## src/rtl/cbl_pkg.sv

```systemverilog
package cbl_pkg;
  localparam int unsigned ADDR_W = 16;

  localparam logic [ADDR_W-1:0] A_CTRL  = 16'h0040;
  localparam logic [ADDR_W-1:0] A_STAT  = 16'h0044;
  localparam logic [ADDR_W-1:0] A_FSIZE = 16'h0048;
  localparam logic [ADDR_W-1:0] A_FUSED = 16'h004C;
  localparam logic [ADDR_W-1:0] A_TOTAL = 16'h0050;
  localparam logic [ADDR_W-1:0] A_DONE  = 16'h0054;
  localparam logic [ADDR_W-1:0] A_DATA  = 16'h3000;

  // status bit positions
  localparam int unsigned E_OVF     = 1;
  localparam int unsigned E_DEV     = 2;
  localparam int unsigned S_CFGDONE = 18;

  typedef struct packed {
    logic dma;
    logic rst;
    logic en;
  } ctrl_t;
endpackage

```

## src/rtl/cbl_fifo.sv

```systemverilog
module cbl_fifo #(
  parameter int unsigned DEPTH = 16,
  parameter int unsigned W     = 32,
  parameter int unsigned FW    = $clog2(DEPTH + 1)
) (
  input  logic          clk_i,
  input  logic          rst_ni,
  input  logic          clr_i,
  input  logic          push_i,
  input  logic [W-1:0]  wdata_i,
  input  logic          pop_i,
  output logic [W-1:0]  rdata_o,
  output logic          full_o,
  output logic          empty_o,
  output logic [FW-1:0] fill_o
);
  localparam int unsigned PW = (DEPTH > 1) ? $clog2(DEPTH) : 1;

  logic [W-1:0]  mem [DEPTH];
  logic [PW-1:0] wp, rp;
  logic [FW-1:0] cnt;

  function automatic logic [PW-1:0] step(input logic [PW-1:0] p);
    return (p == PW'(DEPTH - 1)) ? '0 : p + 1'b1;
  endfunction

  always_ff @(posedge clk_i) begin
    if (push_i) mem[wp] <= wdata_i;
  end

  always_ff @(posedge clk_i or negedge rst_ni) begin
    if (!rst_ni) begin
      wp  <= '0;
      rp  <= '0;
      cnt <= '0;
    end else if (clr_i) begin
      wp  <= '0;
      rp  <= '0;
      cnt <= '0;
    end else begin
      if (push_i) wp <= step(wp);
      if (pop_i)  rp <= step(rp);
      case ({push_i, pop_i})
        2'b10:   cnt <= cnt + 1'b1;
        2'b01:   cnt <= cnt - 1'b1;
        default: cnt <= cnt;
      endcase
    end
  end

  assign rdata_o = mem[rp];
  assign full_o  = (cnt == FW'(DEPTH));
  assign empty_o = (cnt == '0);
  assign fill_o  = cnt;

  p_no_overflow_r3: assert property (@(posedge clk_i) disable iff (!rst_ni)
    push_i |-> !full_o);
  p_no_underflow_r2: assert property (@(posedge clk_i) disable iff (!rst_ni)
    pop_i |-> !empty_o);
endmodule

```

## src/rtl/cbl_dma_pacer.sv

```systemverilog
module cbl_dma_pacer #(
  parameter int unsigned DEPTH = 16,
  parameter int unsigned FW    = $clog2(DEPTH + 1),
  parameter int unsigned CW    = 32
) (
  input  logic          en_i,
  input  logic          dma_i,
  input  logic          halt_i,
  input  logic [FW-1:0] fill_i,
  input  logic [CW-1:0] done_i,
  input  logic [CW-1:0] total_i,
  output logic          req_o
);
  localparam int unsigned BURST = DEPTH / 2;
  localparam logic [FW-1:0] FILL_MAX = FW'(DEPTH - BURST);

  logic          room;
  logic [CW:0]   queued;

  assign room   = (fill_i <= FILL_MAX);
  // bytes already accepted plus bytes sitting in the FIFO
  assign queued = {1'b0, done_i} + (CW+1)'({fill_i, 2'b00});
  assign req_o  = en_i && dma_i && !halt_i && room && (queued < {1'b0, total_i});
endmodule

```

## src/rtl/cbl_loader.sv

```systemverilog
module cbl_loader
  import cbl_pkg::*;
#(
  parameter int unsigned DEPTH = 16
) (
  input  logic              clk_i,
  input  logic              rst_ni,
  input  logic              bus_we_i,
  input  logic [ADDR_W-1:0] bus_addr_i,
  input  logic [31:0]       bus_wdata_i,
  output logic [31:0]       bus_rdata_o,
  output logic [31:0]       dn_data_o,
  output logic              dn_valid_o,
  input  logic              dn_ready_i,
  input  logic              cfg_done_i,
  input  logic              dev_err_i,
  output logic              dev_rst_o,
  output logic              irq_o,
  output logic              dma_req_o
);
  localparam int unsigned FW = $clog2(DEPTH + 1);
  localparam int unsigned CW = 32;

  ctrl_t         ctrl_q, ctrl_new;
  logic [CW-1:0] total_q, done_q;
  logic [14:0]   err_q, err_set;
  logic          irq_q;

  logic          wr_ctrl, wr_total, wr_data;
  logic          en_rise, en_drop;
  logic          f_push, f_full, f_empty, ovf;
  logic [FW-1:0] f_fill;
  logic          halt, complete, accept;
  logic [31:0]   stat;

  assign wr_ctrl  = bus_we_i && (bus_addr_i == A_CTRL);
  assign wr_total = bus_we_i && (bus_addr_i == A_TOTAL);
  assign wr_data  = bus_we_i && (bus_addr_i == A_DATA);
  assign ctrl_new = ctrl_t'(bus_wdata_i[2:0]);
  assign en_rise  = wr_ctrl && ctrl_new.en && !ctrl_q.en;
  assign en_drop  = wr_ctrl && !ctrl_new.en;

  assign f_push   = wr_data && ctrl_q.en && !f_full;
  assign ovf      = wr_data && ctrl_q.en && f_full;
  assign halt     = |err_q;
  assign complete = (done_q >= total_q);

  assign dn_valid_o = ctrl_q.en && !f_empty && !complete && !halt;
  assign accept     = dn_valid_o && dn_ready_i;

  always_comb begin
    err_set            = '0;
    err_set[E_OVF - 1] = ovf;
    err_set[E_DEV - 1] = dev_err_i;
  end

  cbl_fifo #(.DEPTH(DEPTH), .W(32), .FW(FW)) u_fifo (
    .clk_i   (clk_i),
    .rst_ni  (rst_ni),
    .clr_i   (!ctrl_q.en),
    .push_i  (f_push),
    .wdata_i (bus_wdata_i),
    .pop_i   (accept),
    .rdata_o (dn_data_o),
    .full_o  (f_full),
    .empty_o (f_empty),
    .fill_o  (f_fill)
  );

  cbl_dma_pacer #(.DEPTH(DEPTH), .FW(FW), .CW(CW)) u_pacer (
    .en_i    (ctrl_q.en),
    .dma_i   (ctrl_q.dma),
    .halt_i  (irq_q),
    .fill_i  (f_fill),
    .done_i  (done_q),
    .total_i (total_q),
    .req_o   (dma_req_o)
  );

  always_ff @(posedge clk_i or negedge rst_ni) begin
    if (!rst_ni) begin
      ctrl_q  <= '0;
      total_q <= '0;
      done_q  <= '0;
      err_q   <= '0;
      irq_q   <= 1'b0;
    end else begin
      if (wr_ctrl) ctrl_q <= ctrl_new;
      if (wr_total && !ctrl_q.en) total_q <= bus_wdata_i;
      if (en_rise) begin
        done_q <= '0;
        err_q  <= '0;
      end else if (ctrl_q.en) begin
        if (accept) done_q <= done_q + CW'(4);
        err_q <= err_q | err_set;
      end
      if (en_drop || !ctrl_q.en) irq_q <= 1'b0;
      else if (complete || halt) irq_q <= 1'b1;
    end
  end

  assign irq_o     = irq_q;
  assign dev_rst_o = ctrl_q.en && ctrl_q.rst;

  always_comb begin
    stat            = '0;
    stat[15:1]      = err_q;
    stat[S_CFGDONE] = cfg_done_i;
    case (bus_addr_i)
      A_CTRL:  bus_rdata_o = {29'b0, ctrl_q};
      A_STAT:  bus_rdata_o = stat;
      A_FSIZE: bus_rdata_o = 32'(DEPTH * 4);
      A_FUSED: bus_rdata_o = 32'(f_fill);
      A_TOTAL: bus_rdata_o = total_q;
      A_DONE:  bus_rdata_o = done_q;
      default: bus_rdata_o = '0;
    endcase
  end

  p_irq_off_r6: assert property (@(posedge clk_i) disable iff (!rst_ni)
    !ctrl_q.en |-> !irq_q);
  p_irq_hold_r6: assert property (@(posedge clk_i) disable iff (!rst_ni)
    (irq_q && !wr_ctrl) |=> irq_q);
  p_done_step_r4: assert property (@(posedge clk_i) disable iff (!rst_ni)
    (done_q != $past(done_q)) |-> (done_q == $past(done_q) + CW'(4) || done_q == '0));
  p_dma_room_r10: assert property (@(posedge clk_i) disable iff (!rst_ni)
    dma_req_o |-> !f_full);
  p_idle_empty_r7: assert property (@(posedge clk_i) disable iff (!rst_ni)
    (!ctrl_q.en && !$past(ctrl_q.en)) |-> f_empty);
endmodule

```

## config.mk

```make
export PLATFORM = sky130hd
export DESIGN_NAME = cbl_loader
export DESIGN_NICKNAME = d
export VERILOG_FILES = /design/src/rtl/cbl_pkg.sv /design/src/rtl/cbl_fifo.sv /design/src/rtl/cbl_dma_pacer.sv /design/src/rtl/cbl_loader.sv
export SDC_FILE = /design/constraint.sdc
export NUM_CORES = 1
export LEC_CHECK = 0
export BUFFER_PORTS_ARGS = -buffer_cell sky130_fd_sc_hd__buf_2
export CAP_MARGIN = 30
export CORE_MARGIN = 2
export CORE_UTILIZATION = 39
export DETAILED_ROUTE_END_ITERATION = 7
export HOLD_SLACK_MARGIN = 0.02
export PLACE_DENSITY_LB_ADDON = 0.1
export SLEW_MARGIN = 20
export SYNTH_ARGS = -nofsm -noshare
export SYNTH_HDL_FRONTEND = slang
export SYNTH_SLANG_ARGS = --single-unit
```

## constraint.sdc

```tcl
create_clock -name clk_i -period 4.12 [get_ports clk_i]
set_input_delay 0.412 -clock clk_i [delete_from_list [all_inputs] [get_ports clk_i]]
set_output_delay 0.412 -clock clk_i [all_outputs]
set_load 0.005 [all_outputs]
```

# Word-level counts from Yosys, hierarchy flattened
# Memory sizes are Yosys's and may differ from the RTL's.
# Index checks and enable logic that the tools add are counted.
op_classes:
  n_mux: 18
  n_reduce_logical: 34
  bitwise_logic: 1
  n_lt_le_gt_ge: 3
  n_eq_ne: 15
  addsub: 6
ops:
  columns: ["cell", "n"]
  rows:
  - ["one-hot mux 32 bit (6 select lines)", 1]
  - ["equality test 16 x 7 -> 1 bit, second input constant", 6]
  - ["2-to-1 mux 32 bit", 3]
  - ["adder 32 x 7 -> 33 bit", 1]
  - ["less-than comparator 33 x 32 -> 1 bit", 1]
  - ["adder 32 x 3 -> 32 bit, second input constant", 1]
  - [">= comparator 32 bit", 1]
  - ["2-to-1 mux 15 bit", 2]
  - ["2-to-1 mux 4 bit", 6]
  - ["logical AND 1 bit", 19]
  - ["equality test 16 x 14 -> 1 bit, second input constant", 1]
  - ["bitwise OR 15 x 2 -> 15 bit", 1]
  - ["OR reduction 15 bit", 1]
  - ["one-hot mux 5 bit (2 select lines)", 1]
  - ["adder 4 x 1 -> 4 bit, second input constant", 2]
  - ["equality test 4 bit, second input constant", 2]
  - ["zero test 1 bit", 7]
  - ["nonzero test 2 bit", 3]
  - ["adder 5 x 1 -> 5 bit, second input constant", 1]
  - ["equality test 5 bit, second input constant", 1]
  - ["less-or-equal comparator 5 x 4 -> 1 bit, second input constant", 1]
  - ["zero test 5 bit", 1]
  - ["2-to-1 mux 5 bit", 1]
  - ["subtractor 5 x 1 -> 5 bit, second input constant", 1]
  - ["7 further kinds", 12]
totals:
  n_memories: 1
  inputBits: 54
  register_bits: 96
  mem_bits_rw: 512
  elab_cells: 88
  output_inout_bits: 68
memory_table:
  columns: ["memory", "words", "word_bits", "rd", "rd_clocked_by_memory_dff", "wr", "line", "text"]
  rows:
  - ["u_fifo.mem", 16, 32, 1, 0, 1, "cbl_fifo.sv:19", "logic [W-1:0] mem [DEPTH];"]

# Depth between registers and ports, before layout
# Gate-level depths: netlist of the first run.
logic_depth:
  depth_word: 9
  mapped_depth: 17
  mapped_depth_nobuf: 16

# By module
# A second synthesis of the first run with hierarchy kept.
unflattened:
  cells_unflattened: 1735
  hier_area_um2: 26300.2
modules_own_cells:
  columns: ["module", "seq_area_each_um2", "area_each_um2", "cells_each", "instances"]
  rows:
  - ["cbl_fifo", 15700.1, 20449.6, 1030, 1]
  - ["cbl_loader", 1701.6, 4335.4, 489, 1]
  - ["cbl_dma_pacer", 0.0, 1515.2, 216, 1]

# Worst setup path after synthesis of the first run
# Ideal clock, no wire load.
synth_timing:
  path_kind: "register to output"
  startpoint: "register done_q[3]"
  endpoint: "output port dma_req_o"
  arrival_ns: 3.124
  required_ns: 3.708
  stages_incl_launch_ff: 18
  path_slack_ns: 0.584
  path_buffers: 1
  cell_sequence: "dfrtp_1 > ha_1 > a21o_1 > a21oi_1 > o21bai_1 > a21oi_1 > or2_2 > clkbuf_1 > nor2_1 > xor2_1 > ha_1 > a21o_1 > a21o_1 > a21oi_1 > o21a_1 > o21a_1 > o21ai_0 > a21oi_1"
synth_between:
  elab_chain_len: 3
synth_rtl:
  columns: ["item", "line", "text"]
  rows:
  - ["start, declared", "cbl_loader.sv:25", "logic [CW-1:0] total_q, done_q;"]
  - ["start signal, assigned", "cbl_loader.sv:94", "if (accept) done_q <= done_q + CW'(4);"]
  - ["adder 32 x 7 -> 33 bit", "cbl_dma_pacer.sv:22", "assign queued = {1'b0, done_i} + (CW+1)'({fill_i, 2'b00});"]
  - ["less-than comparator 33 x 32 -> 1 bit", "cbl_dma_pacer.sv:23", "assign req_o = en_i && dma_i && !halt_i && room && (queued < {1'b0, total_i});"]
  - ["logical AND 1 bit", "cbl_dma_pacer.sv:23", null]
  - ["end, declared", "cbl_loader.sv:19", "output logic dma_req_o"]
# Every way passes these cells.

# Worst setup path in the final report of the first run
layout_timing:
  startpoint: "register done_q[2]"
  endpoint: "output port dma_req_o"
# Same word-level chain as after synthesis.

==> metrics, run 1 <==
worst skew pair latency 610 ps; Netlist cell types 71; IO Port Bufs 121; Place WS 94.6 ps; Startpoint Class register; largest net degree at the start of global routing 56; syn_nets 1828; Final nets 2031; area delta synth->final 17.8%; Post-Synthesis Cells 1698; Die ar. 0.0693 mm2; Worst Hold Depth 1; Avg Inst Size Synth 15.4 um2; DRC Markers 0; CTS H-tree lvls 3; highest-delay cell along the critical path dfrtp_1; DR vias 15362; Pleak 10.9 nW; Post-Route WL 70.0 mm; clock-pin slew on the worst setup and hold paths 60 ps; IO Pins 122; Post-DP HPWL 43.5 mm; Hold Path Class input pin to register; placed cells 2685; total gr overflow 0; count leader, synth edfxtp_1; CTS Buffer Depth 3; Hold Worst Slack 195 ps; top cells by count, synth edfxtp_1 (512), mux2i_1 (136), nand2_1 (107); Final Util 46.2%; sequential cell area fraction in the yosys report 66.4%; WP depth 18; first-pass GRT wire length 105 mm; measured slew at the worst slew-check pin 904 ps; synth top area cells edfxtp_1 (59%), dfrtp_1 (7.7%), mux4_2 (5.5%); vias in the first global route 15871; Initial Util 39.2%; Num CTS Buffers 66; clock skew 25.2 ps; CP Capture Type output pin; power density cells 408 mW/mm2; root buffer cell clkbuf_16; Crit Path Max Fanout 4; Final GP Congestion 0.860; wire length per cell 24.8 um; area of the core 0.0668 mm2; status complete, but fails checks; Critical Path Max Stage Delay 380 ps; Post-DRT Antenna Nets 0; Fmax achieved 239 MHz; Seq. cell area 0.0174 mm2; FP Rows 95; Fin. Hold Viols 0; Req. time, crit path 3710 ps; Crit path buffers/inverters 2; Area after DPL 0.0284 mm2; Yosys warnings 0; Main synth FF type edfxtp_1; Top delay family on crit path compound AO/OA/AOI/OAI gates; Multi-input gate area 0.00844 mm2; post-route cell area 0.0309 mm2; number of enable flip-flop cells after synthesis 512; Yosys top cell area share 58.7%; RSZ-0062 raised after global routing true; vias per inst 5.43; synthesized flop and latch total 593; fin crit period 4180 ps; failing checks negative setup slack; Mapped Area 0.0262 mm2; Peak VDD IR 0.262 mV; Iteration-0 DRC Markers 1141; crit-path cells ha_2 > fa_2 > a21o_1 > a21oi_2 > o21bai_2 > buf_4 > and2_4 > nand2_2 > xnor2_1 > ha_1 > a21o_1 > a21o_1 > a21oi_2 > o21a_1 > o21a_1 > o21ai_2 > a21oi_2 > buf_2; worst path arrival time 3760 ps; asr flop ratio synth 13.7%; GRT Util Overall 20.3%; Slew HR 39.8%; Die H 263 um; max-slew violations 0; Setup violations, final 1; Register-to-Register Path Depth 13; final worst setup slack -56.8 ps; biggest area consumer among synthesized cells edfxtp_1; share of post-route cells with drive strength above 1 26.1%; max-cap viol count 0; Layout Cells excl Fill 2828; Crit Path Category register to output pin; clock sink total 593; CTS tree built; Final Cycle Share 101%; antenna violations before repair 5; Die W 263 um; drt pass-1 iters 4; setup TNS after final layout -56.8 ps; Fillers 5924; Design Power 12.6 mW
-- kinds of logic (layout without fill, tap and decap cells) --
| kind of cell | count (synthesis) | in the layout | share of synthesized area (%) |
|---|---|---|---|
| adder cells (fa/ha/maj) | 76 | 76 | 3.69 |
| AO/OA/AOI/OAI | 271 | 271 | 6.75 |
| AND/OR/NAND/NOR | 320 | 321 | 6.26 |
| XOR/XNOR | 48 | 48 | 1.60 |
| flip-flops | 593 | 593 | 66.4 |
| other | 0 | 2 | 0 |
| multiplexers | 261 | 261 | 13.3 |
| buffers and inverters | 129 | 383 | 1.94 |
-- routing by layer --
| metal | vias up | part of all wire (%) | global-route usage, % | routed length (um) |
|---|---|---|---|---|
| li1 | 7050 | - | - | - |
| met1 | 7948 | 45 | 28.0 | 31500 |
| met2 | 288 | 50 | 34.3 | 34800 |
| met3 | 76 | 3.8 | 2.66 | 2640 |
| met4 | 0 | 1.6 | 5.00 | 1110 |
| met5 | - | 0 | 0 | 0 |
-- area by class of cell --
| class | count | area share [%] |
|---|---|---|
| repair buffers | 222 | 5.12 |
| inverters | 41 | 0.499 |
| well taps | 873 | 3.54 |
| clock inverters | 39 | 1.50 |
| multi-input cells | 977 | 27.4 |
| clock buffers | 81 | 5.57 |
| diodes | 2 | 0.0162 |
| flip-flops and latches | 593 | 56.4 |
-- final timing paths --
path                                          end             from  slack (ps)
worst max-delay path                    dma_req_o        done_q[2]         -60
max in group asynchronous              done_q[16]           rst_ni        2790
worst max register to register   u_fifo.fill_o[4]       done_q[17]         320
worst min register to register         total_q[3]       total_q[3]         530
min in group asynchronous              done_q[25]           rst_ni         410
worst min-delay path            u_fifo.mem[5][28]  bus_wdata_i[28]         200
-- power by group --
part	switching (mW)	leakage, nW	internal (mW)
Sequential	0.000237	5.72	6.52
Combinational	0.124	4.08	0.0300
Clock	2.46	1.06	3.46
-- timing repair --
action / 4_1_cts / 5_1_grt
endpoints found under the setup margin: 1 / 1
gates resized for setup: 22 / 13
hold endpoints to repair: 55 / 0
gates cloned: 1 / 0
hold buffers: 2 / 0
pin swaps: 19 / 27
setup buffers: 15 / 3
-- registers in the layout, summed over array words and instances, names as in the netlist --
signal         cells
total_q           32
err_q              2
u_fifo.rp          4
u_fifo.mem       512
u_fifo.wp          4
u_fifo.fill_o      5
ctrl_q             3
done_q            30
irq_o              1
-- cells in the final DEF, fill, tap and decap left out, types with 16 or more instances in the layout --
cell type	Yosys	routed
mux2_2	61	61
mux4_2	64	64
a21oi_1	74	66
dfrtp_1	81	76
ha_1	74	68
o21ai_0	71	69
clkbuf_16	0	66
a21o_1	16	16
buf_12	0	16
mux2i_1	136	136
a221oi_1	32	32
nand2_1	107	106
nor2_1	71	70
inv_1	41	41
xnor2_1	35	35
buf_4	1	82
edfxtp_1	512	512
nand3_1	20	20
a22oi_1	35	35
buf_2	17	120
-- worst register-to-register path, stage by stage, from the launching register on --
cell	delay, ps
dfrtp_1	470
ha_1	330
a21o_1	190
a221o_1	370
a22oi_1	320
nand4_1	230
nor2_4	150
nand2_1	100
inv_1	120
ha_1	280
a21o_1	190
a21oi_1	310
nor3_1	100
or4_1	530
(Power assumes the default switching activity.)
==> inputs of run 2 (changes only) <==
- CORE_ASPECT_RATIO: default -> 1.2
- TNS_END_PERCENT: default -> 50
==> metrics, run 2 (same netlist as run 1, synthesis figures left out) <==
status complete, but fails checks; failing checks negative setup slack; Pleak 10.7 nW; Post-DP HPWL 43.0 mm; Fmax achieved 237 MHz; fin crit period 4230 ps; biggest regs u_fifo.mem (512), total_q (32), done_q (30); largest net degree at the start of global routing 61; clock share of power 44.4%; Fillers 5888; switching power 2.44 mW; commonest non-fill, non-tap cell in the layout edfxtp_1; Startpoint Class register; vias in the first global route 16050; IO Port Bufs 121; Area after DPL 0.0284 mm2; vias per inst 5.40; Die ar. 0.0693 mm2; Slew HR 41.1%; DR vias 15304; Post-DRT Antenna Nets 0; Top reg by flops u_fifo.mem; Setup violations, final 1; total gr overflow 0; first-pass GRT wire length 105 mm; Post-Route WL 70.6 mm; DRC Markers 0; Num CTS Buffers 59; root buffer cell clkbuf_16; Iteration-0 DRC Markers 1101; final worst setup slack -107 ps; Int Pwr 9.58 mW; wire length per cell 24.9 um; share of post-route cells with drive strength above 1 24.8%; CTS tree built; Final Util 45.8%; Req. time, crit path 3710 ps; Final GP Congestion 0.806; Crit Path Max Fanout 5; clock-pin slew on the worst setup and hold paths 60 ps; GRT Util Overall 20.6%; met1 WL 29.7 mm; IO Pins 122; met2 WL 36.2 mm; max-cap viol count 0; power density cells 393 mW/mm2; combinational fraction of design power 1.3%; CTS H-tree lvls 2; top sig layer met4; FP Rows 104; drt pass-1 iters 5; CP Capture Type output pin; Peak VDD IR 0.283 mV; max-slew violations 0; antenna violations before repair 3; sequential power share 54.3%; Crit Path Category register to output pin; CTS Buffer Depth 3; n_diodes 0; Initial Util 39.2%; measured slew at the worst slew-check pin 883 ps; Sw Share 20.3%; most frequent cells in the layout edfxtp_1 (512), mux2i_1 (136), buf_2 (120), nand2_1 (106), dfrtp_1 (74); Final nets 2012; Hold Path Class input pin to register; Met3 Routed Length 2.85 mm; RSZ-0062 raised after global routing true; max reg flops 512; clock skew 26.8 ps; worst skew pair latency 640 ps; clock sink total 593; area delta synth->final 16.7%; area of the core 0.0668 mm2; Die W 241 um; Final Cycle Share 103%; Die H 288 um; Place WS 97.4 ps; Fin. Hold Viols 0; post-route cell area 0.0306 mm2; worst path arrival time 3810 ps
==> run 2: area by class of cell <==
type / count / area (um2) / area share, %
clock buffer: 89 / 1690 / 5.53
sequential: 593 / 17400 / 57.0
timing repair buffer: 211 / 1550 / 5.06
inverter: 41 / 154 / 0.504
multi-input combinational: 976 / 8410 / 27.5
clock inverter: 21 / 220 / 0.720
tap: 901 / 1130 / 3.69
==> run 2: per-stage QoR <==
| stage | TNS [ps] | std cells | power (mW) | hold WS (ps) |
|---|---|---|---|---|
| after floorplan | 0 | 1698 | 6.67 | 116 |
| after global placement | 0 | 2705 | 6.80 | 496 |
| after detailed placement | 0 | 2705 | 6.81 | 502 |
| after CTS | -143 | 2825 | 12.1 | 139 |
| after global routing | -289 | 2832 | 12.4 | 160 |
| final | -107 | 2832 | 12.0 | 156 |
==> run 2: per-layer routing <==
| metal | GRT usage, % | vias to the layer above |
|---|---|---|
| li1 | - | 6985 |
| met5 | 0 | - |
| met1 | 26.9 | 7877 |
| met2 | 36.1 | 335 |
| met3 | 2.54 | 107 |
| met4 | 5.98 | 0 |
==> run 2: worst paths after layout <==
kind / end / cells after the start / slack [ps] / start
max: dma_req_o / 18 / -110 / u_fifo.fill_o[0]
min reg2reg: total_q[3] / 1 / 510 / total_q[3]
max in group asynchronous: total_q[3] / 4 / 2980 / rst_ni
max reg2reg: u_fifo.fill_o[4] / 13 / 490 / done_q[17]
min: u_fifo.mem[1][14] / 1 / 160 / bus_wdata_i[14]
min in group asynchronous: done_q[17] / 2 / 210 / rst_ni
==> run 2: timing repair <==
item / 4_1_cts / 5_1_grt
hold endpoints to repair: 60 / 0
pin swaps: 5 / 15
resized for setup: 16 / 10
endpoints found under the setup margin: 1 / 1
buffers inserted: 8 / 6
hold buffers: 2 / 0
==> run 2: power groups by stage <==
stage / logic [mW] / clock network [mW] / registers, mW
floorplan: 0.0188 / 0 / 6.65
global placement: 0.152 / 0 / 6.65
detailed placement: 0.158 / 0 / 6.65
CTS: 0.160 / 5.46 / 6.52
global route: 0.178 / 5.69 / 6.52
finish: 0.160 / 5.34 / 6.52
==> run 2: critical path, stage by stage, from the launching register on <==
cell      delay (ps)
dfrtp_1          410
ha_4             180
fa_2             370
a21o_1           200
a21oi_2          170
o21bai_2         110
buf_4            150
and2_4           150
nand2_2           60
xnor2_1          110
ha_1             270
a21o_1           160
a21o_1           150
a21oi_2          120
o21a_1           130
o21a_1           140
o21ai_2           60
a21oi_2          110
buf_2            130
